==> config.mk <==
export PLATFORM = sky130hd
export DESIGN_NAME = tcvc_arbiter
export DESIGN_NICKNAME = d
export VERILOG_FILES = /design/src/rtl/tcvc_pkg.sv /design/src/rtl/tcvc_map_table.sv /design/src/rtl/tcvc_sched_state.sv /design/src/rtl/tcvc_grant_sel.sv /design/src/rtl/tcvc_arbiter.sv
export SDC_FILE = /design/constraint.sdc
export NUM_CORES = 1
export LEC_CHECK = 0
export CAP_MARGIN = 20
export CORE_ASPECT_RATIO = 0.7
export CORE_MARGIN = 2
export CORE_UTILIZATION = 50
export DETAILED_ROUTE_END_ITERATION = 8
export HOLD_SLACK_MARGIN = 0.05
export PLACE_DENSITY = 0.78
export REMOVE_ABC_BUFFERS = 1
export SLEW_MARGIN = 10
export SYNTH_ARGS = -nofsm -noshare
export SYNTH_HDL_FRONTEND = slang
export SYNTH_SLANG_ARGS = --single-unit
==> constraint.sdc <==
create_clock -name clk -period 10.4 [get_ports clk]
set_input_delay 2.08 -clock clk [delete_from_list [all_inputs] [get_ports clk]]
set_output_delay 2.08 -clock clk [all_outputs]
set_load 0.005 [all_outputs]
==> src/rtl/tcvc_pkg.sv <==
// Shared definitions for the traffic-class to virtual-channel arbiter.
// Assumes exactly two virtual channels; the policy codes are a port encoding.
package tcvc_pkg;
    localparam int NUM_VC = 2;

    typedef enum logic [1:0] {
        ARB_STRICT     = 2'd0,
        ARB_RR         = 2'd1,
        ARB_WRR        = 2'd2,
        ARB_STRICT_ALT = 2'd3
    } arb_mode_e;
endpackage

==> src/rtl/tcvc_map_table.sv <==
// Per-port class-to-channel table. One bit per traffic class (0 = VC0, 1 = VC1).
// Assumes NUM_TC fits in TC_W bits. Entry 0 is pinned to VC0; the strap forces
// every lookup to VC0 while VC1 is disabled, without disturbing stored entries.
module tcvc_map_table #(
    parameter int NUM_TC = 8,
    parameter int TC_W   = $clog2(NUM_TC),
    parameter int LANES  = 2
) (
    input  logic                  clk,
    input  logic                  rst_n,
    input  logic                  wr_en,
    input  logic [TC_W-1:0]       wr_tc,
    input  logic                  wr_vc,
    input  logic                  vc1_en,
    input  logic [LANES*TC_W-1:0] lane_tc,
    output logic [LANES-1:0]      lane_vc,
    output logic                  tc0_vc
);
    logic [NUM_TC-1:0] tbl;

    for (genvar t = 0; t < NUM_TC; t++) begin : g_entry
        if (t == 0) begin : g_pinned
            // Purpose: class 0 never leaves VC0.
            always_ff @(posedge clk) begin
                tbl[t] <= 1'b0;
            end
        end else begin : g_prog
            // Purpose: load the entry on a write addressed to this class.
            always_ff @(posedge clk) begin
                if (!rst_n)
                    tbl[t] <= 1'b0;
                else if (wr_en && (wr_tc == TC_W'(t)))
                    tbl[t] <= wr_vc;
            end
        end
    end

    for (genvar l = 0; l < LANES; l++) begin : g_lookup
        // Purpose: resolve a lane's head class, folded to VC0 when VC1 is off.
        always_comb begin
            lane_vc[l] = vc1_en & tbl[lane_tc[l*TC_W +: TC_W]];
        end
    end

    assign tc0_vc = tbl[0];
endmodule

==> src/rtl/tcvc_sched_state.sv <==
// Arbitration history: last-granted channel for round robin, and turn owner
// plus grants used for weighted round robin. Assumes a single grant per cycle
// given by gnt_idx when gnt_vld is high. Weight 0 behaves as weight 1.
module tcvc_sched_state #(
    parameter int WT_W   = 4,
    parameter int NUM_VC = 2
) (
    input  logic                   clk,
    input  logic                   rst_n,
    input  logic                   gnt_vld,
    input  logic                   gnt_idx,
    input  logic [NUM_VC*WT_W-1:0] vc_wt,
    output logic                   last_vc,
    output logic                   turn_vc
);
    localparam int CW = WT_W + 1;

    logic [CW-1:0]   used_q;
    logic [CW-1:0]   used_nx;
    logic [WT_W-1:0] raw_wt;
    logic [CW-1:0]   eff_wt;

    // Purpose: weight of the channel being granted, with zero lifted to one.
    always_comb begin
        raw_wt  = vc_wt[int'(gnt_idx)*WT_W +: WT_W];
        eff_wt  = (raw_wt == '0) ? CW'(1) : CW'(raw_wt);
        used_nx = (gnt_idx == turn_vc) ? used_q + CW'(1) : CW'(1);
    end

    // Purpose: record the last winner.
    always_ff @(posedge clk) begin
        if (!rst_n)
            last_vc <= 1'b1;
        else if (gnt_vld)
            last_vc <= gnt_idx;
    end

    // Purpose: advance the weighted turn and its run counter.
    always_ff @(posedge clk) begin
        if (!rst_n) begin
            turn_vc <= 1'b0;
            used_q  <= '0;
        end else if (gnt_vld) begin
            if (used_nx >= eff_wt) begin
                turn_vc <= ~gnt_idx;
                used_q  <= '0;
            end else begin
                turn_vc <= gnt_idx;
                used_q  <= used_nx;
            end
        end
    end
endmodule

==> src/rtl/tcvc_grant_sel.sv <==
// Combinational winner selection between two eligible channels under the
// chosen policy. Assumes eligibility already accounts for mapping and strap.
module tcvc_grant_sel
    import tcvc_pkg::*;
(
    input  logic [1:0] arb_mode,
    input  logic [1:0] elig,
    input  logic       last_vc,
    input  logic       turn_vc,
    output logic [1:0] gnt,
    output logic       gnt_idx
);
    logic both;

    // Purpose: pick the winning index and form the one-hot grant.
    always_comb begin
        both = &elig;
        unique case (arb_mode)
            ARB_RR:  gnt_idx = both ? ~last_vc : elig[1];
            ARB_WRR: gnt_idx = both ? turn_vc  : elig[1];
            default: gnt_idx = elig[1];
        endcase
        gnt = '0;
        if (|elig)
            gnt[gnt_idx] = 1'b1;
    end
endmodule

==> src/rtl/tcvc_arbiter.sv <==
// Egress channel arbiter for one port. Each lane presents its channel's head
// packet class; a lane competes only when the class resolves to its own
// channel. One channel is granted per cycle, combinationally from the inputs
// and registered history. Assumes inputs are stable around the clock edge.
module tcvc_arbiter
    import tcvc_pkg::*;
#(
    parameter int NUM_TC = 8,
    parameter int WT_W   = 4,
    parameter int TC_W   = $clog2(NUM_TC)
) (
    input  logic                   clk,
    input  logic                   rst_n,
    input  logic [1:0]             arb_mode,
    input  logic                   vc1_en,
    input  logic [NUM_VC*WT_W-1:0] vc_wt,
    input  logic                   map_wr,
    input  logic [TC_W-1:0]        map_wr_tc,
    input  logic                   map_wr_vc,
    input  logic [NUM_VC-1:0]      req_vld,
    input  logic [NUM_VC*TC_W-1:0] req_tc,
    output logic [NUM_VC-1:0]      gnt,
    output logic                   gnt_vld
);
    logic [NUM_VC-1:0] lane_vc;
    logic [NUM_VC-1:0] elig;
    logic              tc0_vc;
    logic              last_vc;
    logic              turn_vc;
    logic              gnt_idx;

    tcvc_map_table #(.NUM_TC(NUM_TC), .TC_W(TC_W), .LANES(NUM_VC)) u_map (
        .clk    (clk),
        .rst_n  (rst_n),
        .wr_en  (map_wr),
        .wr_tc  (map_wr_tc),
        .wr_vc  (map_wr_vc),
        .vc1_en (vc1_en),
        .lane_tc(req_tc),
        .lane_vc(lane_vc),
        .tc0_vc (tc0_vc)
    );

    for (genvar v = 0; v < NUM_VC; v++) begin : g_elig
        // Purpose: a lane competes only when its class resolves to its channel.
        always_comb begin
            elig[v] = req_vld[v] && (lane_vc[v] == 1'(v));
        end
    end

    tcvc_grant_sel u_sel (
        .arb_mode(arb_mode),
        .elig    (elig),
        .last_vc (last_vc),
        .turn_vc (turn_vc),
        .gnt     (gnt),
        .gnt_idx (gnt_idx)
    );

    assign gnt_vld = |gnt;

    tcvc_sched_state #(.WT_W(WT_W), .NUM_VC(NUM_VC)) u_state (
        .clk    (clk),
        .rst_n  (rst_n),
        .gnt_vld(gnt_vld),
        .gnt_idx(gnt_idx),
        .vc_wt  (vc_wt),
        .last_vc(last_vc),
        .turn_vc(turn_vc)
    );
endmodule

== After elaboration in Yosys (flattened, before gate mapping) ==
Cells that the tools add are included.

* Multipliers: 0
* Magnitude comparators: 5
* Reduce and logical (&&, ||, !) cells: 14
* Bitwise operators: 5
* Divide/modulo/power cells: 0
* Add/subtract/negate cells: 1
* Mux-type cells: 14
* Equality and inequality tests: 10
* Shift operators: 1

{| class="wikitable"
|+ Operators with widths
! cell !! number
|-
| == test 3 bit (second input constant) || 4
|-
| logical AND 1 bit || 10
|-
| two-way mux 5 bit || 2
|-
| less-than comparator 3 x 4 -> 1 bit (second input constant) || 2
|-
| indexed part select 8 x 4 -> 4 bit || 1
|-
| binary-select mux 1 bit (select 3 bit) || 2
|-
| == test 3 x 2 -> 1 bit (second input constant) || 2
|-
| two-way mux 1 bit || 6
|-
| adder 5 x 1 -> 5 bit (second input constant) || 1
|-
| >= comparator 5 bit || 1
|-
| logical NOT 4 bit || 1
|-
| two-way mux 4 bit || 1
|-
| OR reduction 2 bit || 2
|-
| == test 3 x 1 -> 1 bit (second input constant) || 1
|-
| NOT 1 bit || 3
|-
| bitwise AND 1 bit || 2
|-
| == test 2 x 1 -> 1 bit (second input constant) || 1
|-
| == test 2 bit (second input constant) || 1
|-
| less-than comparator 1 x 2 -> 1 bit (second input constant) || 1
|-
| two-way mux 2 bit || 1
|-
| case mux 1 bit (2 select lines) || 1
|-
| AND reduction 2 bit || 1
|-
| demux 1 bit (select 1 bit) || 1
|-
| == test 1 bit || 1
|-
| >= comparator 1 bit (second input constant) || 1
|}

* Memories: 0
* Output and inout bits: 3
* Bits in latches: 0
* Memory bits (writable): 0
* ROM bits: 0
* Word-level logic and storage cells: 60
* Register bits: 14
* Input port bits: 26

== Longest topological paths before layout ==
* Word-level depth: 14
* Depth in mapped cells: 15
* Depth with buffers taken out: 15

== Hierarchy ==
Synthesis repeated with hierarchy kept, for this count alone.

* Cell total of the unflattened synthesis: 116
* Area total of the unflattened synthesis: 1126.1 µm²

{| class="wikitable"
|+ By module, submodules not included
! module !! sequential area each (µm²) !! times used !! area each (µm²) !! cells an instance
|-
| tcvc_sched_state || 140.1 || 1 || 545.5 || 58
|-
| tcvc_map_table || 140.1 || 1 || 475.5 || 42
|-
| tcvc_grant_sel || 0.0 || 1 || 86.3 || 13
|-
| tcvc_arbiter || 0.0 || 1 || 18.8 || 3
|}

== Worst setup path after synthesis ==
No wires, ideal clock.

* Path type: input-to-output
* Start point: input port req_tc[5]
* End point: output port gnt[0]
* Cell stages on the path: 5
* Arrival: 3522 ps
* Slack: 4798 ps
* Buffers on the path: 1
* Path through: mux2_1 mux4_2 and3_4 buf_6 a221oi_1

* Word-level cells in the longest chain between the ends: 12
* Elaborated cells between the ends (all ways): 15
* Those cells by class: order compare (2); mux (8); bitwise (1); reduce/logical (4)

{| class="wikitable"
|+ RTL lines
! what !! RTL line !! text
|-
| start: declaration || tcvc_arbiter.sv:21 || <nowiki>input logic [NUM_VC*TC_W-1:0] req_tc,</nowiki>
|-
| binary-select mux 1 bit (select 3 bit) * || tcvc_map_table.sv:41 || <nowiki>lane_vc[l] = vc1_en & tbl[lane_tc[l*TC_W +: TC_W]];</nowiki>
|-
| two-way mux 1 bit (not written as such) * || tcvc_map_table.sv:41 ||
|-
| bitwise AND 1 bit * || tcvc_map_table.sv:41 ||
|-
| logical AND 1 bit * || tcvc_arbiter.sv:47 || <nowiki>elig[v] = req_vld[v] && (lane_vc[v] == 1'(v));</nowiki>
|-
| AND reduction 2 bit || tcvc_grant_sel.sv:17 || <nowiki>both = &elig;</nowiki>
|-
| two-way mux 1 bit (on tied branches) || tcvc_grant_sel.sv:20, tcvc_grant_sel.sv:19 ||
|-
| case mux 1 bit (2 select lines) || tcvc_grant_sel.sv:18 || <nowiki>unique case (arb_mode)</nowiki>
|-
| less-than comparator 1 x 2 -> 1 bit (not written as such) or >= comparator 1 bit (tied branches) || tcvc_grant_sel.sv:25 || <nowiki>gnt[gnt_idx] = 1'b1;</nowiki>
|-
| logical AND 1 bit (not written as such) || tcvc_grant_sel.sv:25 ||
|-
| two-way mux 1 bit (not written as such) || tcvc_grant_sel.sv:25 ||
|-
| demux 1 bit (select 1 bit) || - ||
|-
| two-way mux 2 bit * || tcvc_grant_sel.sv:24 || <nowiki>if (|elig)</nowiki>
|-
| end: declaration || tcvc_arbiter.sv:22 || <nowiki>output logic [NUM_VC-1:0] gnt,</nowiki>
|}

Every way passes the cells marked *; elsewhere a longest branch is shown, timed or not. The select of a mux whose other input is x is not followed.

== Worst setup path after layout ==
* Start point: input port req_tc[0]
* End point: output port gnt[0]

* Word-level cells in the longest chain between the ends: 13
* Elaborated cells between the ends (all ways): 16
* Those cells by class: order compare (2); mux (8); bitwise (2); reduce/logical (4)

{| class="wikitable"
|+ RTL lines
! what !! RTL line
|-
| binary-select mux 1 bit (select 3 bit) * || tcvc_map_table.sv:41
|-
| two-way mux 1 bit (not written as such) * || tcvc_map_table.sv:41
|-
| bitwise AND 1 bit * || tcvc_map_table.sv:41
|-
| NOT 1 bit * || tcvc_arbiter.sv:47
|-
| logical AND 1 bit * || tcvc_arbiter.sv:47
|-
| AND reduction 2 bit || tcvc_grant_sel.sv:17
|-
| two-way mux 1 bit (on tied branches) || tcvc_grant_sel.sv:20, tcvc_grant_sel.sv:19
|-
| case mux 1 bit (2 select lines) || tcvc_grant_sel.sv:18
|-
| less-than comparator 1 x 2 -> 1 bit (not written as such) or >= comparator 1 bit (tied branches) || tcvc_grant_sel.sv:25
|-
| logical AND 1 bit (not written as such) || tcvc_grant_sel.sv:25
|-
| two-way mux 1 bit (not written as such) || tcvc_grant_sel.sv:25
|-
| demux 1 bit (select 1 bit) || -
|-
| two-way mux 2 bit * || tcvc_grant_sel.sv:24
|}

Marks and branches as above.

==> qor.yml <==
run_status:
  status: "finished, final reports clean"
yosys:
  yosysSeqAreaShare_pct: 24.2
  synthDistinctLibCells: 44
  syn_inst: 134
  async_flop_share_pct: 0
  postSynthAreaPerCell_um2: 8.64
  synth_top_cell_area_share_pct: 24.2
  ys.flop_type: "dfxtp_1"
  synth_edf_count: 0
  synth_warnings: 0
  synth_seq_cells: 14
  synth_area_um2: 1160
  synth_top_cell_by_area: "dfxtp_1"
  synthTopCellsByArea: "dfxtp_1 (24%), mux2i_1 (9.5%), ha_1 (7.6%)"
timing:
  fin_tns_setup_ns: 0
  setup_viol: 0
  finalHoldViolations: 0
  drv_slew: 0
  fmax_mhz: 143
  tightestPinTransition_ns: 0.749
  relSlewSlack_pct: 50.1
  skew_ns: 0.00314
  min_period_ns: 6.99
  period_share_pct: 67.2
  rsz0062_at_grt: "no"
setup_path:
  reg2reg_slack_ns: 6.61
  critPathArrivalTime_ns: 4.91
  r2r_end: "u_state.turn_vc$_SDFFE_PN0P_"
  critPathCapture: "gnt[0]"
  r2r_cells: 12
  cp-end-kind: "output port"
  critPathMaxFanout: 6
  critical_path_class: "input port to output port"
  cp_data_required_time_ns: 8.32
  cp-start-kind: "input port"
  cp-startpoint: "req_tc[0]"
  rr_startpoint: "u_map.tbl[4]$_SDFFE_PN0P_"
global_route:
  grt_use_total_pct: 25.3
  grt_pass1_vias: 1100
  grt_max_degree: 11
  overflow: 0
  grt_first_pass_wirelength_mm: 5.14
  antenna_found_initial: 0
place:
  routabilityCongestion: 0.895
  dpl_cell_area_um2: 1460
  io_buffers: 28
  hpwl_mm: 2.54
flow_run:
  cap_viol_max_count: 0
floorplanning:
  rows: 14
  core_um2: 2170
  io_pins: 29
  die_y_um: 44.3
  die_w_um: 61.5
  start_util_pct: 53.3
  dieArea_um2: 2720
routing:
  detail-route-antenna-nets: 0
  drc: 0
  drt_iter0_drc: 142
  dr.pass1.iters: 4
  routed_wl_mm: 3.19
  wl_per_cell_um: 16.3
  via_per_inst: 6.10
  vias: 1195
cts:
  insertion_delay_ns: 0.28
  cts.repair.resized: 0
  clock_sinks: 14
  cts_tree: "yes"
  htreeDepth: 1
  clk_pin_slew_ns: 0.08
  post_cts_buffers: 0
  ctsHoldBuffers: 0
  cts_buffers: 3
  root_buffer: "clkbuf_4"
  cts_buffer_depth: 2
finish:
  fin_area_um2: 1500
  nNetsFinal: 198
  drive_gt1_share_pct: 5.49
  syn_to_final_growth_pct: 29.5
  fillers: 198
  antenna_cells: 0
power_and_ir_drop:
  powerDensity_nw_per_um2: 90.6
  p_leak_nw: 0.627
  irDropWorstVdd_uv: 105
min_path:
  holdCritPathClass: "flop to flop"
where the power goes:
group          leakage, nW  switching, mW  total [mW]  internal (mW)
Sequential           0.114        0.00212      0.0577         0.0556
Clock               0.0210         0.0172      0.0385         0.0213
Combinational        0.492         0.0188      0.0396         0.0209
Total                0.627         0.0381       0.136         0.0978
synthesized netlist by cell type (all sizes together), types with 2 or more instances:
cell / instances
a211o: 2
a21oi: 7
a221oi: 2
a22o: 2
and2: 3
and3: 4
dfxtp: 14
ha: 7
inv: 6
mux2: 4
mux2i: 11
mux4: 2
nand2: 5
nand2b: 3
nand3: 3
nand4: 4
nand4b: 4
nor2: 16
nor2b: 2
nor3: 4
nor4bb: 2
o211a: 2
o21ai: 5
or4: 2
xnor2: 2
area by class of cell:
class                      instances  area (um2)  area share, %
multi-input combinational        111         836           55.8
timing repair buffer              28         280           18.7
tap                               32        40.0           2.67
clock buffer                       4        36.3           2.42
inverter                           7        26.3           1.75
sequential                        14         280           18.7
placed cells by master (no fill, tap or decap), types with 2 or more instances in the layout:
| master | netlist | final |
|---|---|---|
| xnor2_1 | 2 | 2 |
| dfxtp_1 | 14 | 14 |
| nor2b_1 | 2 | 2 |
| mux2i_1 | 11 | 11 |
| nand4_1 | 4 | 4 |
| inv_1 | 6 | 6 |
| nand4b_1 | 4 | 4 |
| clkdlybuf4s50_1 | 0 | 28 |
| ha_1 | 7 | 7 |
| o21ai_0 | 5 | 5 |
| nand2_1 | 5 | 5 |
| and3_1 | 3 | 3 |
| a21oi_1 | 7 | 7 |
| nor4bb_1 | 2 | 2 |
| and2_1 | 2 | 2 |
| nand3_1 | 3 | 3 |
| clkbuf_4 | 0 | 3 |
| a211o_1 | 2 | 2 |
| mux2_1 | 3 | 3 |
| nand2b_1 | 3 | 3 |
| o211a_1 | 2 | 2 |
| a221oi_1 | 2 | 2 |
| nor3_1 | 4 | 4 |
| or4_1 | 2 | 2 |
| nor2_1 | 16 | 16 |
| a22o_1 | 2 | 2 |
| mux4_2 | 2 | 2 |
cell families after synthesis:
logic type,after synthesis,synth area share [%]
mux,17,17.3
flops,14,24.2
fa+ha+maj,7,7.57
xor+xnor,3,2.27
compound gates,31,19.1
buf+inv,9,3.57
simple gates,53,25.9
worst max-delay path, cell delays in order:
cell and delay, ns:
clkdlybuf4s50_1 0.54, mux4_2 0.53, nand2b_1 0.21, a21boi_1 0.39, o21ai_0 0.18, a221oi_1 0.40, clkdlybuf4s50_1 0.58
per-layer routing:
layer  up-vias  wire length [um]  track usage (%)
met2        45              1390             39.8
met4         0                53             7.23
met5         -                 0                0
li1        576                 -                -
met1       565              1530             36.0
met3         9               214             3.51
stage by stage:
stage | std cells | util [%] | hold slack, ns | total power, mW | setup slack (ns)
5_1_grt | 196 | 69.0 | 0.511 | 0.142 | 3.34
3_5_place_dp | 192 | 67.3 | 0.472 | 0.0975 | 3.49
4_1_cts | 196 | 69.0 | 0.493 | 0.137 | 3.48
2_1_floorplan | 132 | - | 0.428 | 0.0784 | 4.82
3_3_place_gp | 192 | 67.3 | 0.469 | 0.0961 | 3.66
6_report | 196 | 69.0 | 0.486 | 0.136 | 3.41
worst min path at each step:
stage / slack [ns] / cells past startpoint / start / end
floorplan: 0.43 / 1 / u_state.last_vc$_SDFFE_PN1P_ / u_state.last_vc$_SDFFE_PN1P_
global placement: 0.47 / 1 / u_state.used_q[4]$_SDFFE_PN0P_ / u_state.used_q[4]$_SDFFE_PN0P_
detailed placement: 0.47 / 1 / u_state.used_q[4]$_SDFFE_PN0P_ / u_state.used_q[4]$_SDFFE_PN0P_
CTS: 0.49 / 1 / u_state.used_q[4]$_SDFFE_PN0P_ / u_state.used_q[4]$_SDFFE_PN0P_
global route: 0.51 / 1 / u_state.used_q[4]$_SDFFE_PN0P_ / u_state.used_q[4]$_SDFFE_PN0P_
finish: 0.49 / 1 / u_state.used_q[4]$_SDFFE_PN0P_ / u_state.used_q[4]$_SDFFE_PN0P_
registers in the layout, summed over array words and instances, names as in the netlist:
signal and flops:
u_state.last_vc 1, u_map.tbl 7, u_state.used_q 5, u_state.turn_vc 1
(Power assumes the default switching activity.)
